`config.mk`:
```
export PLATFORM = sky130hd
export DESIGN_NAME = ipi_dest_matcher
export DESIGN_NICKNAME = d
export VERILOG_FILES = /design/src/rtl/ipi_match_pkg.sv /design/src/rtl/ipi_cmd_decode.sv /design/src/rtl/ipi_cpu_match.sv /design/src/rtl/ipi_lowpri_pick.sv /design/src/rtl/ipi_dest_matcher.sv
export SDC_FILE = /design/constraint.sdc
export NUM_CORES = 1
export LEC_CHECK = 0
export BUFFER_PORTS_ARGS = -buffer_cell sky130_fd_sc_hd__buf_2
export CORE_AREA = 10 10 159 161
export DETAILED_ROUTE_END_ITERATION = 7
export DIE_AREA = 0 0 169 171
export GPL_ROUTABILITY_DRIVEN = 0
export SETUP_SLACK_MARGIN = 0.1
export SLEW_MARGIN = 10
export SYNTH_ARGS = -nofsm -noshare
export SYNTH_HDL_FRONTEND = slang
export SYNTH_HIERARCHICAL = 1
export SYNTH_SLANG_ARGS = --single-unit
```
`constraint.sdc`:
```
create_clock -name clk -period 5.4 [get_ports clk]
set_input_delay 0.54 -clock clk [delete_from_list [all_inputs] [get_ports clk]]
set_output_delay 0.54 -clock clk [all_outputs]
set_load 0.02 [all_outputs]
```
`src/rtl/ipi_match_pkg.sv`:
```
// Package: shared encodings and the decoded command type for the
// interrupt destination matcher. Assumes command fields sit at fixed
// bit positions in a low and a high 32-bit word.
package ipi_match_pkg;

    typedef enum logic [1:0] {
        SH_NONE     = 2'b00,
        SH_SELF     = 2'b01,
        SH_ALL_INCL = 2'b10,
        SH_ALL_EXCL = 2'b11
    } shorthand_e;

    localparam logic [2:0] DLV_LOWEST  = 3'b001;
    localparam logic [3:0] FMT_FLAT    = 4'hF;
    localparam logic [3:0] FMT_CLUSTER = 4'h0;
    localparam logic [7:0] PHYS_BCAST  = 8'hFF;

    typedef struct packed {
        logic [7:0] dest;
        logic       logical;
        shorthand_e sh;
        logic [2:0] dlv;
    } ipi_cmd_t;

endpackage

```
`src/rtl/ipi_cmd_decode.sv`:
```
// Module: pulls the routing fields out of the two command words.
// Assumes the shorthand is at low[19:18], the destination mode at low[11],
// the delivery mode at low[10:8] and the destination byte at high[31:24].
// The vector and the remaining bits are not used for routing.
module ipi_cmd_decode
    import ipi_match_pkg::*;
(
    input  logic [31:0] cmd_lo,
    input  logic [31:0] cmd_hi,
    output ipi_cmd_t    cmd
);

    logic unused_cmd_bits;

    // Field extraction.
    always_comb begin
        cmd.dest    = cmd_hi[31:24];
        cmd.logical = cmd_lo[11];
        cmd.sh      = shorthand_e'(cmd_lo[19:18]);
        cmd.dlv     = cmd_lo[10:8];
    end

    assign unused_cmd_bits = ^{cmd_lo[31:20], cmd_lo[17:12], cmd_lo[7:0], cmd_hi[23:0]};

endmodule

```
`src/rtl/ipi_cpu_match.sv`:
```
// Module: decides whether one processor, at index MY_IDX, is a target of the
// decoded command. Purely combinational. The clock is only for the assertions.
// Assumes the format code 4'hF means flat and 4'h0 means cluster. Any other
// code disables logical matching.
module ipi_cpu_match
    import ipi_match_pkg::*;
#(
    parameter int IDX_W  = 3,
    parameter int MY_IDX = 0
)(
    input  logic             clk,
    input  logic             rst_n,
    input  ipi_cmd_t         cmd,
    input  logic [IDX_W-1:0] src_idx,
    input  logic [7:0]       phys_id,
    input  logic [7:0]       logical_id,
    input  logic [3:0]       fmt,
    output logic             hit
);

    localparam logic [IDX_W-1:0] MY_IDX_V = IDX_W'(MY_IDX);

    logic phys_hit;
    logic flat_hit;
    logic clus_hit;
    logic log_hit;
    logic is_self;

    // Physical compare, with broadcast.
    always_comb begin
        phys_hit = (cmd.dest == PHYS_BCAST) || (cmd.dest == phys_id);
    end

    // Logical compares for flat and cluster formats.
    always_comb begin
        flat_hit = |(logical_id & cmd.dest);
        clus_hit = (logical_id[7:4] == cmd.dest[7:4]) &&
                   (|(logical_id[3:0] & cmd.dest[3:0]));
        case (fmt)
            FMT_FLAT:    log_hit = flat_hit;
            FMT_CLUSTER: log_hit = clus_hit;
            default:     log_hit = 1'b0;
        endcase
    end

    // Shorthand select.
    always_comb begin
        is_self = (src_idx == MY_IDX_V);
        case (cmd.sh)
            SH_NONE:     hit = cmd.logical ? log_hit : phys_hit;
            SH_SELF:     hit = is_self;
            SH_ALL_INCL: hit = 1'b1;
            SH_ALL_EXCL: hit = !is_self;
            default:     hit = 1'b0;
        endcase
    end

    // an unknown format never yields a logical match.
    assert_bad_fmt_nomatch_R5: assert property (@(posedge clk) disable iff (!rst_n)
        (cmd.sh == SH_NONE && cmd.logical && fmt != FMT_FLAT && fmt != FMT_CLUSTER) |-> !hit);

    // a physical broadcast reaches every processor.
    assert_phys_bcast_R2: assert property (@(posedge clk) disable iff (!rst_n)
        (cmd.sh == SH_NONE && !cmd.logical && cmd.dest == PHYS_BCAST) |-> hit);

endmodule

```
`src/rtl/ipi_lowpri_pick.sv`:
```
// Module: keeps only the highest-indexed set bit of the request mask.
// Purely combinational. Assumes the top index has the highest precedence.
module ipi_lowpri_pick #(
    parameter int N = 8
)(
    input  logic         clk,
    input  logic         rst_n,
    input  logic [N-1:0] req,
    output logic [N-1:0] grant
);

    logic [N-1:0] above;

    // above[i]: some request with a higher index is set.
    generate
        for (genvar gi = 0; gi < N; gi++) begin : g_above
            if (gi == N - 1) begin : g_top
                assign above[gi] = 1'b0;
            end else begin : g_rest
                assign above[gi] = |req[N-1:gi+1];
            end
        end
    endgenerate

    // Grant the request that has nothing above it.
    always_comb begin
        grant = req & ~above;
    end

    // at most one grant, and only to a requester.
    assert_grant_onehot_R8: assert property (@(posedge clk) disable iff (!rst_n)
        $onehot0(grant) && ((grant & ~req) == '0));

    // any request produces a grant.
    assert_grant_when_req_R8: assert property (@(posedge clk) disable iff (!rst_n)
        (req != '0) |-> (grant != '0));

endmodule

```
`src/rtl/ipi_dest_matcher.sv`:
```
// Module: top of the interrupt destination matcher. Decodes the command,
// runs one matcher per processor, applies the lowest-priority reduction
// and registers the mask and the valid flag on the strobe.
// Assumes the identity inputs are stable during the strobe cycle.
module ipi_dest_matcher
    import ipi_match_pkg::*;
#(
    parameter int NUM_CPU = 8,
    parameter int IDX_W   = (NUM_CPU > 1) ? $clog2(NUM_CPU) : 1
)(
    input  logic                    clk,
    input  logic                    rst_n,
    input  logic                    cmd_strobe,
    input  logic [31:0]             cmd_lo,
    input  logic [31:0]             cmd_hi,
    input  logic [IDX_W-1:0]        src_idx,
    input  logic [NUM_CPU*8-1:0]    phys_ids,
    input  logic [NUM_CPU*32-1:0]   logical_regs,
    input  logic [NUM_CPU*4-1:0]    dest_fmts,
    output logic [NUM_CPU-1:0]      tgt_mask,
    output logic                    tgt_valid
);

    localparam int LID_LSB = 24;

    ipi_cmd_t           cmd;
    logic [NUM_CPU-1:0] raw_mask;
    logic [NUM_CPU-1:0] lp_mask;
    logic [NUM_CPU-1:0] next_mask;
    logic               unused_ldr_bits;

    ipi_cmd_decode u_decode (
        .cmd_lo (cmd_lo),
        .cmd_hi (cmd_hi),
        .cmd    (cmd)
    );

    // One matcher per processor.
    generate
        for (genvar gc = 0; gc < NUM_CPU; gc++) begin : g_cpu
            ipi_cpu_match #(
                .IDX_W  (IDX_W),
                .MY_IDX (gc)
            ) u_match (
                .clk        (clk),
                .rst_n      (rst_n),
                .cmd        (cmd),
                .src_idx    (src_idx),
                .phys_id    (phys_ids[gc*8 +: 8]),
                .logical_id (logical_regs[gc*32 + LID_LSB +: 8]),
                .fmt        (dest_fmts[gc*4 +: 4]),
                .hit        (raw_mask[gc])
            );
        end
    endgenerate

    // The low 24 bits of each logical register are not used for routing.
    always_comb begin
        unused_ldr_bits = 1'b0;
        for (int k = 0; k < NUM_CPU; k++) begin
            unused_ldr_bits = unused_ldr_bits ^ (^logical_regs[k*32 +: LID_LSB]);
        end
    end

    ipi_lowpri_pick #(.N(NUM_CPU)) u_pick (
        .clk   (clk),
        .rst_n (rst_n),
        .req   (raw_mask),
        .grant (lp_mask)
    );

    // Pick the reduced mask for lowest-priority delivery.
    always_comb begin
        next_mask = (cmd.dlv == DLV_LOWEST) ? lp_mask : raw_mask;
    end

    // Result register: loads on the strobe, holds otherwise.
    always_ff @(posedge clk) begin
        if (!rst_n) begin
            tgt_mask  <= '0;
            tgt_valid <= 1'b0;
        end else if (cmd_strobe) begin
            tgt_mask  <= next_mask;
            tgt_valid <= |next_mask;
        end
    end

    // the flag tracks a nonempty mask.
    assert_valid_nonempty_R9: assert property (@(posedge clk) disable iff (!rst_n)
        tgt_valid == (tgt_mask != '0));

    // no strobe, no change.
    assert_hold_nostrobe_R10: assert property (@(posedge clk) disable iff (!rst_n)
        !cmd_strobe |=> ($stable(tgt_mask) && $stable(tgt_valid)));

    // self shorthand targets only the source.
    assert_self_only_R6: assert property (@(posedge clk) disable iff (!rst_n)
        (cmd_strobe && cmd_lo[19:18] == 2'b01) |=>
        (tgt_mask == (NUM_CPU'(1) << $past(src_idx))));

    // all-excluding-self never targets the source.
    assert_excl_src_R7: assert property (@(posedge clk) disable iff (!rst_n)
        (cmd_strobe && cmd_lo[19:18] == 2'b11) |=> !tgt_mask[$past(src_idx)]);

    // all-including-self with fixed delivery targets everyone.
    assert_incl_all_R7: assert property (@(posedge clk) disable iff (!rst_n)
        (cmd_strobe && cmd_lo[19:18] == 2'b10 && cmd_lo[10:8] != 3'b001) |=> (&tgt_mask));

    // lowest-priority results carry at most one target.
    assert_lowpri_single_R8: assert property (@(posedge clk) disable iff (!rst_n)
        (cmd_strobe && cmd_lo[10:8] == 3'b001) |=> $onehot0(tgt_mask));

endmodule

```
Yosys cells after proc, flatten, opt, wreduce, memory -nomap -nowiden
Cells that the tools add are included.
{"block": "word_totals", "elab_cells": 138, "reg_bits": 9, "out_inout_bits": 9}
{"block": "op_classes", "reduce_logical": 57, "bitwise_logic": 18, "eq_ne": 36, "n_mux": 25}
{"op": "AND 8 bit", "count": 9}
{"op": "OR reduction 8 bit", "count": 9}
{"op": "== test 8 bit", "count": 8}
{"op": "OR reduction 4 bit", "count": 9}
{"op": "AND 4 bit", "count": 8}
{"op": "== test 4 bit", "count": 8}
{"op": "== test 4 bit (second input constant)", "count": 8}
{"op": "zero test 4 bit", "count": 8}
{"op": "one-hot mux 1 bit (4 select lines)", "count": 8}
{"op": "one-hot mux 1 bit (2 select lines)", "count": 8}
{"op": "== test 3 bit (second input constant)", "count": 4}
{"op": "== test 8 bit (second input constant)", "count": 1}
{"op": "logical AND 1 bit", "count": 8}
{"op": "zero test 1 bit", "count": 8}
{"op": "logical OR 1 bit", "count": 8}
{"op": "two-way mux 1 bit", "count": 8}
{"op": "two-way mux 8 bit", "count": 1}
{"op": "inverter 7 -> 8 bit", "count": 1}
{"op": "OR reduction 7 bit", "count": 1}
{"op": "== test 3 x 1 -> 1 bit (second input constant)", "count": 2}
{"op": "== test 3 x 2 -> 1 bit (second input constant)", "count": 2}
{"op": "OR reduction 6 bit", "count": 1}
{"op": "OR reduction 5 bit", "count": 1}
{"op": "== test 2 bit (second input constant)", "count": 2}
{"op": "other kinds (5)", "count": 5}

Depth between registers and ports, before layout
Gate-level depths: netlist of the first run.
{"block": "depth", "depth_word": 11, "depth_mapped": 11}

Cells and area by module
The synthesis of the first run kept the hierarchy.
{"mod": "ipi_cpu_match (g_cpu[1].u_match ...)", "cells_per_inst": 32, "n_inst": 4, "area_per_inst_um2": 260.2, "seq_area_each_um2": 0.0}
{"mod": "ipi_cpu_match (g_cpu[3].u_match ...)", "cells_per_inst": 33, "n_inst": 3, "area_per_inst_um2": 264.0, "seq_area_each_um2": 0.0}
{"mod": "ipi_dest_matcher", "cells_per_inst": 55, "n_inst": 1, "area_per_inst_um2": 439.2, "seq_area_each_um2": 180.2}
{"mod": "ipi_cpu_match (g_cpu[0].u_match)", "cells_per_inst": 32, "n_inst": 1, "area_per_inst_um2": 257.7, "seq_area_each_um2": 0.0}
{"mod": "ipi_cmd_decode", "cells_per_inst": 14, "n_inst": 1, "area_per_inst_um2": 105.1, "seq_area_each_um2": 0.0}
{"mod": "ipi_lowpri_pick", "cells_per_inst": 10, "n_inst": 1, "area_per_inst_um2": 80.1, "seq_area_each_um2": 0.0}

Worst setup path before layout of the first run
No wires, ideal clock.
{"block": "synth_path", "path_type": "input to register", "start": "in cmd_hi[31]", "end": "reg tgt_valid", "setup_ns": 0.118, "path_buffers": 1, "stages": 11, "setup_slack_ns": 2.723, "t_arrival_ns": 2.560, "cell_sequence": "buf_4 ha_1 nor4_1 nand2_1 o21ai_0 o311a_1 nor4_2 and3b_2 nor4_1 nand4_1 o2111a_1"}
{"block": "synth_between", "elab_chain_len": 10}
{"element": "start: declaration", "line": "ipi_dest_matcher.sv:15", "rtl": "input logic [31:0] cmd_hi,"}
{"element": "AND 8 bit or == test 4 bit (tied branches)", "line": "ipi_cpu_match.sv:36, ipi_cpu_match.sv:37"}
{"element": "OR reduction 8 bit or logical AND 1 bit (tied branches)", "line": "ipi_cpu_match.sv:36, ipi_cpu_match.sv:37"}
{"element": "one-hot mux 1 bit (2 select lines)", "line": "ipi_cpu_match.sv:39", "rtl": "case (fmt)"}
{"element": "two-way mux 1 bit (*)", "line": "ipi_cpu_match.sv:50", "rtl": "SH_NONE: hit = cmd.logical ? log_hit : phys_hit;"}
{"element": "one-hot mux 1 bit (4 select lines) (*)", "line": "ipi_cpu_match.sv:49", "rtl": "case (cmd.sh)"}
{"element": "via raw_mask[7]", "line": "ipi_dest_matcher.sv:27", "rtl": "logic [NUM_CPU-1:0] raw_mask;"}
{"element": "OR reduction 5 bit (*)", "line": "ipi_lowpri_pick.sv:20", "rtl": "assign above[gi] = |req[N-1:gi+1];"}
{"element": "inverter 7 -> 8 bit (*)", "line": "ipi_lowpri_pick.sv:27", "rtl": "grant = req & ~above;"}
{"element": "AND 8 bit (*)", "line": "ipi_lowpri_pick.sv:27"}
{"element": "via lp_mask[2]", "line": "ipi_dest_matcher.sv:28", "rtl": "logic [NUM_CPU-1:0] lp_mask;"}
{"element": "two-way mux 8 bit (*)", "line": "ipi_dest_matcher.sv:74", "rtl": "next_mask = (cmd.dlv == DLV_LOWEST) ? lp_mask : raw_mask;"}
{"element": "OR reduction 8 bit (*)", "line": "ipi_dest_matcher.sv:84", "rtl": "tgt_valid <= |next_mask;"}
{"element": "end signal: assignment", "line": "ipi_dest_matcher.sv:84"}
{"element": "end: declaration", "line": "ipi_dest_matcher.sv:21", "rtl": "output logic tgt_valid"}
The timed path passes the listed nets; every way through them passes the cells marked *.
A chain may end at the register's enable or synchronous reset.

Worst setup path after layout of the first run
{"block": "layout_path", "start": "in cmd_hi[30]", "end": "reg tgt_valid"}
Same word-level chain as after synthesis.

==> results.yml, run 1 <==
setup_path:
  r2r_cells: 2
  startpoint_type: "input pin"
  crit_fanout: 24
  cp.arrival_ps: 3550
  path_class: "input pin to register"
  worstPathRequired_ps: 5530
  end_kind: "register"
worst_hold_path:
  min_path_cells: 2
  holdCritPathClass: "register to register"
synthesis:
  syn_inst: 338
  syn_nets: 792
  syn_avg_cell_area_um2: 8.03
  synth_area_mm2: 0.00272
  yosys_register_bits: 9
  synth_seq_area_share: 0.0664
  yosysUniqueCellTypes: 37
  yosysWarningCount: 6
cts:
  post_cts_buffers: 0
  clk_latency_ps: 240
  clock_path_buffers: 2
  cts-root-buf: "clkbuf_16"
  cts_tree: "done"
  ctsResizeCount: 0
  ctsHoldBuffers: 0
  cts_num_sinks: 9
  clk_pin_slew_ps: 40
  cts_buffers: 3
  htree_levels: 1
timing:
  hold_viol_final: 0
  final-setup-viol-count: 0
  skew_ps: 0
  period_needed_ps: 3420
  drv_slew: 0
  tightest_slew_ps: 820
  max_slew_margin: 0.454
  rsz0062_at_grt: "false"
  post-route-period-util: 0.634
  tns_ps: 0
  setup_slack_ps: 1980
  fmax_ghz: 0.292
finish:
  drive_gt1_frac: 0.402
  antennaDiodeCount: 0
  num-nets-final: 970
  syn_to_final_growth_pct: 46.5
  final_cell_mix: "188 x buf_2, 68 x xor2_1, 42 x nor4_1"
  final_common_cell: "buf_2"
  fillers: 2514
  finalNonFillerCells: 800
  multi_input_area_mm2: 0.00239
  seqCellArea_um2: 180
detailed_routing:
  num_vias: 3415
  via_per_inst: 4.27
  drc: 0
  wl_per_cell_um: 19.5
  drt_iter0_drc: 122
  drt-total-wl_mm: 15.6
  drt_first_pass_iters: 4
  detail-route-antenna-nets: 0
floorplanning:
  die_y_um: 171
  dieArea_mm2: 0.0289
  top_level_ports: 431
  start_util: 0.122
  die_x_um: 169
  num_rows: 55
  core_area_mm2: 0.0222
grt:
  grt_max_degree: 25
  grt_overflow: 0
  grt_pass1_vias: 3691
  antenna_found_initial: 1
  grt_pass1_wl_mm: 22.4
  grt.total_usage: 0.102
placed_design:
  place.port_buffers: 188
  dpl_worst_slack_ps: 1730
  hpwl_mm: 12.2
  dp_cells: 796
pwr:
  total_power_uw: 488
  peakVddDrop_mv: 0.105
  powerDensity_mw_per_mm2: 123
  p_leak_uw: 0.00181
run_status:
  status: "finished clean"
flow_run:
  max-cap-violations: 0
[state kept, by name, indices dropped and copies added, names as in the netlist]
name / count
tgt_mask: 8
tgt_valid: 1
[synth_stat cells]
library cell,n,area [um2]
a21oi_1,8,40.0
xor2_1,68,596
a41o_1,1,10.0
a2111o_1,8,90.1
nand2_1,32,120
o2111a_1,1,11.3
a22o_1,8,70.1
nor4_1,42,263
buf_6,1,11.3
nand3b_1,3,22.5
nor3_1,1,5.00
ha_1,32,400
and4b_1,1,10.0
nand3_1,1,5.00
a31oi_1,8,50.1
and2_1,1,6.26
inv_1,3,11.3
a21o_1,4,30.0
nand4_1,25,156
o311a_1,8,80.1
buf_4,16,120
o21ai_0,16,80.1
o21bai_1,3,22.5
nor3b_2,1,12.5
a221oi_2,8,120
nor3b_1,6,45.0
or3b_1,1,8.76
nor4_2,1,12.5
xnor2_1,4,35.0
dfxtp_1,9,180
nor2_1,11,41.3
clkbuf_1,1,3.75
nor2b_1,1,6.26
and3b_2,1,10.0
and3_2,1,7.51
nand4_2,1,12.5
nor4b_1,1,8.76
[worst paths after layout]
check / startpoint / endpoint / slack [ps]
max: cmd_hi[30] / tgt_valid / 1980
min: tgt_mask[4] / tgt_mask[4] / 520
max reg2reg: tgt_mask[7] / tgt_mask[7] / 4720
min reg2reg: tgt_mask[4] / tgt_mask[4] / 520
[layout make-up]
class | count | area share
multi-input cells | 308 | 0.600
repair buffers | 191 | 0.242
well taps | 285 | 0.0896
flip-flops and latches | 9 | 0.0453
clock buffers | 4 | 0.0198
inverters | 3 | 0.00283
[critical path, stage by stage]
cell      delay [ps]
buf_2            610
ha_1             360
nor4_1           250
nand2_1           90
o21ai_0          300
o311a_1          460
nor4_2           130
and3b_2          240
nor4_1           270
nand4_1          120
o2111a_1         150
[kinds of logic (layout without fill, tap and decap cells)]
group                    Yosys count  in the layout  synth area share
AO/OA/AOI/OAI                     73             73             0.223
XOR/XNOR                          72             72             0.232
adder cells (fa/ha/maj)           32             32             0.147
buffers and inverters             21            198            0.0539
flip-flops                         9              9            0.0664
AND/OR/NAND/NOR                  131            131             0.277
[power by group]
part,switching [uW],internal [uW],total [uW]
logic,158,120,278
registers,2.69,72.2,74.9
clock network,35.4,99.0,134
[stage by stage]
| stage | utilization | hold slack, ps | cell area, um2 |
|---|---|---|---|
| final | 0.179 | 521 | 3980 |
| after global routing | 0.179 | 557 | 3980 |
| after CTS | 0.179 | 526 | 3980 |
| after detailed placement | 0.175 | 513 | 3900 |
| after global placement | 0.175 | 499 | 3900 |
| after floorplan | - | 592 | 2720 |
[metal layers]
metal  track usage  share of wire  vias to the layer above  wire length, um
li1              -              -                     1680                -
met1         0.127           0.44                     1596             6930
met2         0.174           0.48                      128             7450
met3        0.0264          0.071                        9             1120
met4        0.0165         0.0072                        2              113
met5             0        0.00058                        -                9
(Power assumes the default switching activity.)
==> inputs of run 2 (changes only) <==
Clock period 5.4 ns to 3.1 ns, I/O delays scaled along.
==> results.yml, run 2 (synthesis results as in run 1) <==
timing:
  skew_ps: 0
  period_needed_ps: 2770
  fmax_ghz: 0.360
  setup_slack_ps: 325
  tns_ps: 0
  max_slew_margin: 0.599
  post-route-period-util: 0.895
  rsz0062_at_grt: "false"
  final-setup-viol-count: 0
  drv_slew: 0
  tightest_slew_ps: 598
  whs_ps: 408
  hold_viol_final: 0
pwr:
  power.share.switching: 0.392
  p_comb_frac: 0.586
  pwr-share-seq: 0.149
  power.switching_uw: 343
  p_clk_frac: 0.265
  p_leak_uw: 0.00191
  peakVddDrop_mv: 0.302
  powerDensity_mw_per_mm2: 210
  internal_power_uw: 531
floorplanning:
  dieArea_mm2: 0.0289
  die_x_um: 169
  core_area_mm2: 0.0222
  num_rows: 55
  top_level_ports: 431
  die_y_um: 171
  start_util: 0.122
worst_hold_path:
  worstHoldStart: "rst_n"
  holdCritPathClass: "input pin to register"
grt:
  grt.total_usage: 0.0985
  grt_pass1_vias: 3724
  antenna_found_initial: 3
  grt_overflow: 0
  grt_max_degree: 21
  grt_pass1_wl_mm: 22.2
detailed_routing:
  num_vias: 3504
  detail-route-antenna-nets: 0
  drt_iter0_drc: 132
  via_per_inst: 4.29
  drc: 0
  drt-total-wl_mm: 15.3
  drt_first_pass_iters: 5
  wl_per_cell_um: 18.7
setup_path:
  cp_slowest_cell: "nor4_1"
  end_kind: "register"
  worstPathCellList: "buf_2 > xor2_1 > nor4_1 > buf_4 > a2111o_1 > o311a_1 > nor2_1 > and3_2 > nor4_1 > nand4_1 > o2111a_1"
  worstPathRequired_ps: 3220
  cpLargestDelayFamily: "simple AND/OR/NAND/NOR gates"
  r2r_slack_ps: 2460
  crit_fanout: 16
  worstSetupStartpoint: "cmd_hi[27]"
  path_class: "input pin to register"
  crit_buf_inv: 2
  r2r_start: "tgt_mask[0]"
  crit_top_cell: "nor4_1"
  cp.arrival_ps: 2900
  startpoint_type: "input pin"
  cpPeakStageDelay_ps: 500
placed_design:
  hpwl_mm: 12.7
  place.port_buffers: 188
  dpl_worst_slack_ps: -84.5
cts:
  clk_pin_slew_ps: 40
  clock_path_buffers: 2
  post_cts_buffers: 0
  htree_levels: 1
  cts_tree: "done"
  cts_buffers: 3
  cts_num_sinks: 9
  clk_latency_ps: 230
  cts-root-buf: "clkbuf_16"
finish:
  largest_registers: "tgt_mask x8, tgt_valid x1"
  largest_reg_flops: 8
  syn_to_final_growth_pct: 53.6
  drive_gt1_frac: 0.422
  final_common_cell: "buf_2"
  regMostFlops: "tgt_mask"
  final_cell_mix: "188 x buf_2, 68 x xor2_1, 41 x nor4_1"
  num-nets-final: 986
  fin_util: 0.188
run_status:
  status: "finished clean"
flow_run:
  max-cap-violations: 0
==> run 2: layout make-up <==
| type | instances | area [um2] |
|---|---|---|
| repair buffers | 207 | 1150 |
| clock buffers | 4 | 78.8 |
| inverters | 3 | 11.3 |
| diodes | 1 | 2.50 |
| multi-input cells | 308 | 2390 |
| well taps | 285 | 357 |
| flip-flops and latches | 9 | 180 |
| fillers | 2536 | 18100 |
==> run 2: path summary, 6_finish.rpt <==
check / endpoint / depth (start not counted)
worst max-delay path: tgt_valid / 11
worst min-delay path: tgt_mask[0] / 3
worst max register to register: tgt_mask[0] / 2
worst min register to register: tgt_valid / 1
==> run 2: repair_timing <==
action	in CTS	in global routing
gates resized for setup	0	1
setup endpoints to repair	0	1
hold buffers	0	0
==> run 2: power by group through the flow <==
stage	sequential, uW	combinational [uW]	clock, uW
2_1_floorplan	143	255	0
3_3_place_gp	132	510	0
3_5_place_dp	132	518	0
4_1_cts	130	520	234
5_1_grt	131	572	242
6_report	130	512	232
==> run 2: per-stage QoR <==
stage / total power [uW] / area (um2) / std cells
floorplan: 398 / 2720 / 338
global placement: 642 / 4080 / 812
detailed placement: 650 / 4080 / 812
CTS: 884 / 4160 / 816
global route: 945 / 4170 / 816
finish: 874 / 4170 / 817
==> run 2: per-layer routing <==
layer	GRT usage	vias up	routed length [um]
li1	-	1719	-
met1	0.129	1628	6750
met2	0.165	147	7140
met3	0.0275	6	1380
met4	0.00488	4	13
met5	0	-	32
==> run 2: tightest hold or removal path: cells and delay by family <==
kind,cells,cell delay [ps]
buffers and inverters,1,160
AO/OA/AOI/OAI,2,130
==> inputs of run 3 (changes only) <==
Settings changed: GPL_ROUTABILITY_DRIVEN 0 to not set, PLACE_DENSITY_LB_ADDON set to 0.05.
==> results.yml, run 3 (synthesis results as in run 1) <==
detailed_routing:
  via_per_inst: 4.22
  drc: 0
  wl_per_cell_um: 20.0
  num_vias: 3506
  drt-total-wl_mm: 16.6
  drt_iter0_drc: 144
  drt_first_pass_iters: 4
  detail-route-antenna-nets: 0
timing:
  tightest_slew_ps: 611
  skew_ps: 0
  period_needed_ps: 2660
  fmax_ghz: 0.376
  post-route-period-util: 0.859
  rsz0062_at_grt: "false"
  final-setup-viol-count: 0
  drv_slew: 0
  hold_viol_final: 0
  max_slew_margin: 0.591
finish:
  final_common_cell: "buf_2"
  fin_util: 0.192
  seqCellArea_um2: 180
  multi_input_area_mm2: 0.00239
  postLayoutCellArea_mm2: 0.00426
  regMostFlops: "tgt_mask"
  largest_reg_flops: 8
  syn_to_final_growth_pct: 57.0
  fillers: 2538
  largest_registers: "tgt_mask x8, tgt_valid x1"
  num-nets-final: 999
  drive_gt1_frac: 0.436
  final_cell_mix: "186 x buf_2, 68 x xor2_1, 41 x nor4_1"
grt:
  antenna_found_initial: 4
  grt.total_usage: 0.109
  grt_overflow: 0
  grt_max_degree: 20
  grt_pass1_wl_mm: 24.4
  grt_pass1_vias: 4026
floorplanning:
  start_util: 0.122
  num_rows: 55
  dieArea_mm2: 0.0289
  die_x_um: 169
  core_area_mm2: 0.0222
  top_level_ports: 431
  die_y_um: 171
pwr:
  peakVddDrop_mv: 0.120
  powerDensity_mw_per_mm2: 211
  p_leak_uw: 0.00197
setup_path:
  startpoint_type: "input pin"
  crit_fanout: 11
  worstPathRequired_ps: 3220
  end_kind: "register"
  cp.arrival_ps: 2780
  path_class: "input pin to register"
placed_design:
  placed_cell_area_mm2: 0.00417
  gp_congestion: 0.784
  hpwl_mm: 14.0
  place.port_buffers: 188
cts:
  ctsResizeCount: 0
  ctsHoldBuffers: 0
  clock_path_buffers: 2
  cts-root-buf: "clkbuf_16"
  cts_buffers: 3
  cts_tree: "done"
  post_cts_buffers: 0
  htree_levels: 1
  clk_latency_ps: 230
  cts_num_sinks: 9
  clk_pin_slew_ps: 40
worst_hold_path:
  holdCritPathClass: "input pin to register"
flow_run:
  max-cap-violations: 0
run_status:
  status: "finished clean"
-- run 3: cell types whose count changed in the layout (fill, tap and decap cells not counted) --
cell / previous run / this run
buf_12: 5 / 4
buf_2: 188 / 186
buf_4: 14 / 28
clkbuf_4: 0 / 2
diode_2: 1 / 2
o21ai_0: 16 / 14
o21ai_1: 0 / 2
-- run 3: area by class of cell --
type	count	share of cell area
diodes	2	0.00117
flip-flops and latches	9	0.0423
multi-input cells	308	0.562
inverters	3	0.00264
well taps	285	0.0837
clock buffers	4	0.0185
repair buffers	220	0.290
-- run 3: worst paths after layout --
path | start | end | slack, ps | cells past startpoint
worst min register to register | tgt_mask[3] | tgt_mask[3] | 540 | 2
worst min-delay path | rst_n | tgt_mask[2] | 420 | 3
worst max register to register | tgt_valid | tgt_valid | 2440 | 1
worst max-delay path | cmd_hi[31] | tgt_valid | 440 | 13
-- run 3: per-layer routing --
| layer | wire length [um] | share of wire | vias to the layer above | global-route usage |
|---|---|---|---|---|
| met5 | 13 | 0.00078 | - | 0 |
| met4 | 269 | 0.016 | 2 | 0.0233 |
| met3 | 1390 | 0.083 | 11 | 0.0381 |
| met2 | 7630 | 0.46 | 120 | 0.177 |
| met1 | 7350 | 0.44 | 1625 | 0.135 |
| li1 | - | - | 1748 | - |
-- run 3: stage by stage --
step	instances	TNS, ps	hold WS (ps)	total power [uW]	setup WS [ps]
floorplan	338	0	448	398	653
CTS	829	0	417	915	226
global placement	825	-42.1	529	673	-42.1
global route	831	0	447	971	170
finish	831	0	422	899	438
detailed placement	825	0	522	676	3.44
-- run 3: critical path, cell delays in order --
cell	delay, ps
buf_2	150
buf_12	160
ha_1	290
nor4_1	280
nand2_1	90
o21ai_1	240
buf_4	160
o311a_1	200
nor4_2	90
and3b_2	220
nor4_1	290
nand4_1	130
o2111a_1	160
-- run 3: power by group --
group | internal, uW | switching, uW
Clock | 172 | 61.0
Sequential | 126 | 5.43
Combinational | 246 | 288
Total | 544 | 355
